## config.mk

```make
export PLATFORM = sky130hd
export DESIGN_NAME = sys_addr_decode
export DESIGN_NICKNAME = d
export VERILOG_FILES = /design/src/rtl/sys_addr_decode.sv
export SDC_FILE = /design/constraint.sdc
export NUM_CORES = 1
export LEC_CHECK = 0
export ABC_AREA = 1
export BUFFER_PORTS_ARGS = -buffer_cell sky130_fd_sc_hd__buf_2
export CORE_MARGIN = 2
export CORE_UTILIZATION = 32
export CTS_CLUSTER_DIAMETER = 50
export DETAILED_ROUTE_END_ITERATION = 10
export PLACE_DENSITY_LB_ADDON = 0.2
export SLEW_MARGIN = 25
export SYNTH_ARGS = -nofsm -noshare
export SYNTH_HDL_FRONTEND = slang
export SYNTH_SLANG_ARGS = --single-unit
```

## constraint.sdc

```tcl
create_clock -name clk -period 1.1 [get_ports clk]
set_input_delay 0.11 -clock clk [delete_from_list [all_inputs] [get_ports clk]]
set_output_delay 0.11 -clock clk [all_outputs]
set_load 0.02 [all_outputs]
```

## src/rtl/sys_addr_decode.sv

```systemverilog
module sys_addr_decode #(
  parameter int AW = 32,
  parameter logic [31:0] SRAM_BASE  = 32'h0004_0000,
  parameter int SRAM_AW  = 13,
  parameter logic [31:0] FLASH_BASE = 32'h0008_0000,
  parameter int FLASH_AW = 17,
  parameter int BOOT_AW  = 11,
  parameter int ALIAS_AW = 17,
  parameter int MMR_AW   = 16,
  localparam int OFS_W = (FLASH_AW > MMR_AW) ? ((FLASH_AW > SRAM_AW) ? FLASH_AW : SRAM_AW)
                                             : ((MMR_AW > SRAM_AW) ? MMR_AW : SRAM_AW)
) (
  input  logic             clk,
  input  logic             rst_n,
  input  logic             valid,
  input  logic             write,
  input  logic             user_mode,
  input  logic             alias_flash,
  input  logic             periph_fast,
  input  logic [AW-1:0]    addr,
  output logic             sel_sram,
  output logic             sel_flash,
  output logic             sel_mmr,
  output logic [OFS_W-1:0] offset,
  output logic             err,
  output logic             ready
);

  logic in_alias, in_sram, in_flash, in_mmr;
  logic flash_hit, sram_hit, boot_hit, blocked, slow, busy;

  assign in_alias = (addr[AW-1:ALIAS_AW] == '0);
  assign in_sram  = (addr[AW-1:SRAM_AW]  == SRAM_BASE[AW-1:SRAM_AW]);
  assign in_flash = (addr[AW-1:FLASH_AW] == FLASH_BASE[AW-1:FLASH_AW]);
  assign in_mmr   = &addr[AW-1:MMR_AW];

  assign flash_hit = in_flash | (in_alias & alias_flash);
  assign sram_hit  = in_sram  | (in_alias & ~alias_flash);
  assign boot_hit  = flash_hit & (&addr[FLASH_AW-1:BOOT_AW]);
  assign blocked   = boot_hit & write & user_mode;

  assign sel_sram  = valid & sram_hit;
  assign sel_flash = valid & flash_hit & ~blocked;
  assign sel_mmr   = valid & in_mmr;
  assign err       = valid & ~(sel_sram | sel_flash | sel_mmr);

  always_comb begin
    offset = '0;
    if (sel_sram)  offset[SRAM_AW-1:0]  = addr[SRAM_AW-1:0];
    if (sel_flash) offset[FLASH_AW-1:0] = addr[FLASH_AW-1:0];
    if (sel_mmr)   offset[MMR_AW-1:0]   = addr[MMR_AW-1:0];
  end

  assign slow  = sel_mmr & ~periph_fast;
  assign ready = valid & (~slow | busy);

  always_ff @(posedge clk) begin
    if (!rst_n) busy <= 1'b0;
    else        busy <= slow & ~busy;
  end

endmodule

```

After elaboration in Yosys (flattened, before gate mapping)

Index checks and enable logic that the tools add are counted.

Input port bits: 39
Bits in registers: 1

Bitwise logic cells: 24
Reductions and logical operators: 3
Eq/ne operators: 2
Multiplexer cells: 3

Operators by type and width:

| cell                                                  | count |
|---|---|
| equality test 19 x 6 -> 1 bit (second input constant) | 1 |
| 2-to-1 mux 17 bit                                     | 1 |
| 2-to-1 mux 16 bit                                     | 1 |
| AND reduction 16 bit                                  | 1 |
| equality test 15 x 3 -> 1 bit (second input constant) | 1 |
| zero test 15 bit                                      | 1 |
| bitwise AND 1 bit                                     | 13 |
| 2-to-1 mux 13 bit                                     | 1 |
| inverter 1 bit                                        | 6 |
| AND reduction 6 bit                                   | 1 |
| bitwise OR 1 bit                                      | 5 |

Logic depth before layout (Yosys ltp)

Depth after elaboration: 12
Gate-level depth with buffers: 8
Depth with buffers taken out: 8

Worst setup path after synthesis

No wires, ideal clock.

Path type: input to output
Start point: input addr[23]
End point: output offset[13]
Cell stages on the path: 8
Arrival: 1161 ps
Data required time: 990 ps
Buffers on the path: 1
Setup slack: -171 ps
Path through: nor2_1 -> inv_1 -> nor2_2 -> nand2_2 -> nor2_4 -> nor2_4 -> buf_6 -> nor2_1

Cells in the longest elaborated chain, start to end: 10
Elaborated cells on any way between the ends: 14
Those cells by class: eq/ne (1); mux (2); bitwise (9); reduce/logical (2)

Ends and longest elaborated chain:

| item                           | RTL line | text |
|---|---|---|
| from (decl)                    | 20       | `input logic [AW-1:0] addr,` |
| zero test 15 bit               | 32       | `assign in_alias = (addr[AW-1:ALIAS_AW] == '0);` |
| bitwise AND 1 bit              | 37       | `assign flash_hit = in_flash \| (in_alias & alias_flash);` |
| bitwise OR 1 bit (*)           | 37       |  |
| bitwise AND 1 bit              | 39       | `assign boot_hit = flash_hit & (&addr[FLASH_AW-1:BOOT_AW]);` |
| bitwise AND 1 bit (2 in a row) | 40       | `assign blocked = boot_hit & write & user_mode;` |
| inverter 1 bit                 | 43       | `assign sel_flash = valid & flash_hit & ~blocked;` |
| bitwise AND 1 bit (*)          | 43       |  |
| net sel_flash                  | 22       | `output logic sel_flash,` |
| 2-to-1 mux 17 bit (*)          | 50       | `if (sel_flash) offset[FLASH_AW-1:0] = addr[FLASH_AW-1:0];` |
| 2-to-1 mux 16 bit (*)          | 51       | `if (sel_mmr) offset[MMR_AW-1:0] = addr[MMR_AW-1:0];` |
| to (decl)                      | 24       | `output logic [OFS_W-1:0] offset,` |

Mark *: on every way through the listed nets, which the timed path passes. The rest lies on a longest branch.

Final worst setup path

Start point: input addr[19]
End point: output offset[3]

Cells in the longest elaborated chain, start to end: 10
Elaborated cells on any way between the ends: 19
Those cells by class: eq/ne (2); mux (3); bitwise (12); reduce/logical (2)

Ends and longest elaborated chain:

| item                           | RTL line |
|---|---|
| zero test 15 bit               | 32 |
| bitwise AND 1 bit              | 37 |
| bitwise OR 1 bit               | 37 |
| bitwise AND 1 bit              | 39 |
| bitwise AND 1 bit (2 in a row) | 40 |
| inverter 1 bit                 | 43 |
| bitwise AND 1 bit              | 43 |
| 2-to-1 mux 17 bit              | 50 |
| 2-to-1 mux 16 bit (*)          | 51 |

Every way passes the cells marked *; elsewhere a longest branch is shown, timed or not.

==> impl_results.md <==
- Post-Route WL: 2.31 mm
- CP Class: input pin to output pin
- Cell Chain, Critical Path: buf_8 -> or2_1 -> nor2_1 -> nand2_1 -> nor2_2 -> nand2_2 -> buf_12 -> a21oi_2 -> buf_4
- Clk_skew: 0 ps
- Most frequent cell after synthesis: inv_1
- Max IR drop VDD: 211 uV
- 1st-iter DRT viols: 3
- Critical path's top delay family: simple AND/OR/NAND/NOR gates
- Critical path's slowest cell: or2_1
- Hold path cells: 2
- Die W: 43.9 um
- First drt pass iteration count: 4
- Via Count: 904
- Port bufs: 60
- Post-DP HPWL: 1.39 mm
- Fin nets: 210
- Layout area overhead: 160%
- First-pass GRT wire length: 3.35 mm
- Initial antenna violation count: 0
- Post-synth EDFFs: 0
- Ports: 61
- Synth top area share: 0.206
- Syn. warnings: 0
- Worst Reg-to-Reg Cells: 2
- Hold Fails Final Rpt: 0
- Syn_nets: 140
- Placer Congestion: 0.763
- Residual DRC: 0
- PwrDens: 225 nW/um^2
- Max reg flops: 1
- Top post-synthesis cells by count: inv_1 (28), nor2_1 (22), nand2_1 (19), a21oi_2 (9), a21oi_1 (7)
- Hold Crit Class: input pin to flop
- Top post-synthesis cells by area: inv_1 (21%), nor2_1 (16%), a21oi_2 (15%)
- Yosys top cell by area: inv_1
- Gr ovfl total: 0
- Most flop-heavy register: busy
- Unrepaired setup endpoints after global routing: true
- Routed WL per cell: 12.5 um
- Post-Synthesis Cells: 101
- Final slew viol count: 0
- Total power: 0.298 mW
- CP max FO: 15
- Sequential area share after synthesis: 0.0393
- Chip height: 43.9 um
- Regs by FF count: busy: 1 flops
- Number of global-route vias before repair: 854
- Worst slack, placed: -288 ps
- Worst setup EP type: output pin
- Final period utilization: 1.29
- Multi-input logic area: 546 um^2
- Bufs and invs on worst path: 3
- Util after Layout: 0.879
- Largest net degree at the start of global routing: 16
- Core Box Area: 1510 um^2
- Register Area: 20.0 um^2
- Max Fclk: 703 MHz
- All-Layer GR Usage: 0.220
- Initial Util: 0.338
- Async SR Flop Fraction: 0
- Crit path arrival time: 1310 ps
- Status: finished with violations
- Critical path depth in cells: 9
- Netlist cell types: 14
- DR vias/cell: 4.89
- Avg Inst Size Synth: 5.04 um^2
- Worst-margin pin slew: 177 ps
- ANT nets after route: 0
- Setup ws final: -322 ps
- Core Rows: 14
- Yosys reg bits: 1
- Final setup viols: 20
- Worst setup SP type: input pin
- Fin crit period: 1420 ps
- Max incr delay on CP: 220 ps
- Total die area: 1930 um^2
- # fillers: 81
- Mapped Area: 509 um^2
- Clock latency on the worst-skew pair: 0 ps
- Critical Path RT: 990 ps
- Diode count: 0
- Maxcap violations: 0
- Cts hold-fix bufs: 0
- Failing checks: setup timing
- Relative slew margins: 0.881
- Fraction of layout cells with a size suffix above 1: 0.722
- Clock Pin Slew Worst Setup and Hold Paths: 0 ps
- Top FF cell, synth: dfxtp_1
- Static Leakage: 0.657 nW
-- repair_timing --
item,CTS,global route
buffers inserted,2,1
setup endpoints to repair,21,21
resized for setup,63,23
pin swaps,13,11
hold endpoints to repair,0,0
-- cell type report --
cell class / instances / share of cell area
tap: 16 / 0.0151
multi-input combinational: 70 / 0.412
timing repair buffer: 70 / 0.459
inverter: 28 / 0.0983
sequential: 1 / 0.0151
-- metrics by stage --
stage	cells	hold slack [ps]	instance area, um^2	setup TNS, ps
after floorplan	101	263	656	-1040
after global placement	184	343	1020	-3770
after detailed placement	184	356	1020	-4340
after CTS	185	356	1250	-3490
after global routing	185	371	1320	-5870
final	185	354	1320	-4950
-- cells in the final DEF, fill, tap and decap left out --
cell     count
nand3_1      1
a21oi_4      7
nor2_2       6
inv_1       19
inv_4        1
nand2_2      7
inv_8        3
dfxtp_1      1
and3_1       1
nand2_4      1
buf_6       30
buf_12       1
nand3_2      2
buf_4       10
inv_2        5
nor3b_2      1
nor2_1       9
or2_1        1
buf_8        3
a21oi_1      2
nor2_4      12
nand2_1     13
buf_2       26
a21oi_2      7
-- path summary, 6_finish.rpt --
kind | from | endpoint | slack (ps)
setup / recovery | addr[19] | offset[3] | -320
setup reg to reg | busy$_SDFF_PN0_ | busy$_SDFF_PN0_ | 440
hold / removal | rst_n | busy$_SDFF_PN0_ | 350
hold reg to reg | busy$_SDFF_PN0_ | busy$_SDFF_PN0_ | 570
-- kinds of logic after synthesis --
logic type	share of synthesized area
compound gates	0.224
buf+inv	0.251
flops	0.0393
simple gates	0.486
-- per-layer routing --
layer	vias up	wire, um	GRT usage
met5	-	0	0
met1	415	706	0.213
met3	4	176	0.0125
li1	435	-	-
met4	0	38	0.0182
met2	50	1390	0.497
-- power breakdown --
group | switching, mW | leakage (nW) | internal [mW]
combinational | 0.127 | 0.649 | 0.134
clock | 0 | 0 | 0
sequential | 0.0000000379 | 0.00805 | 0.0370
(Power assumes the default switching activity.)
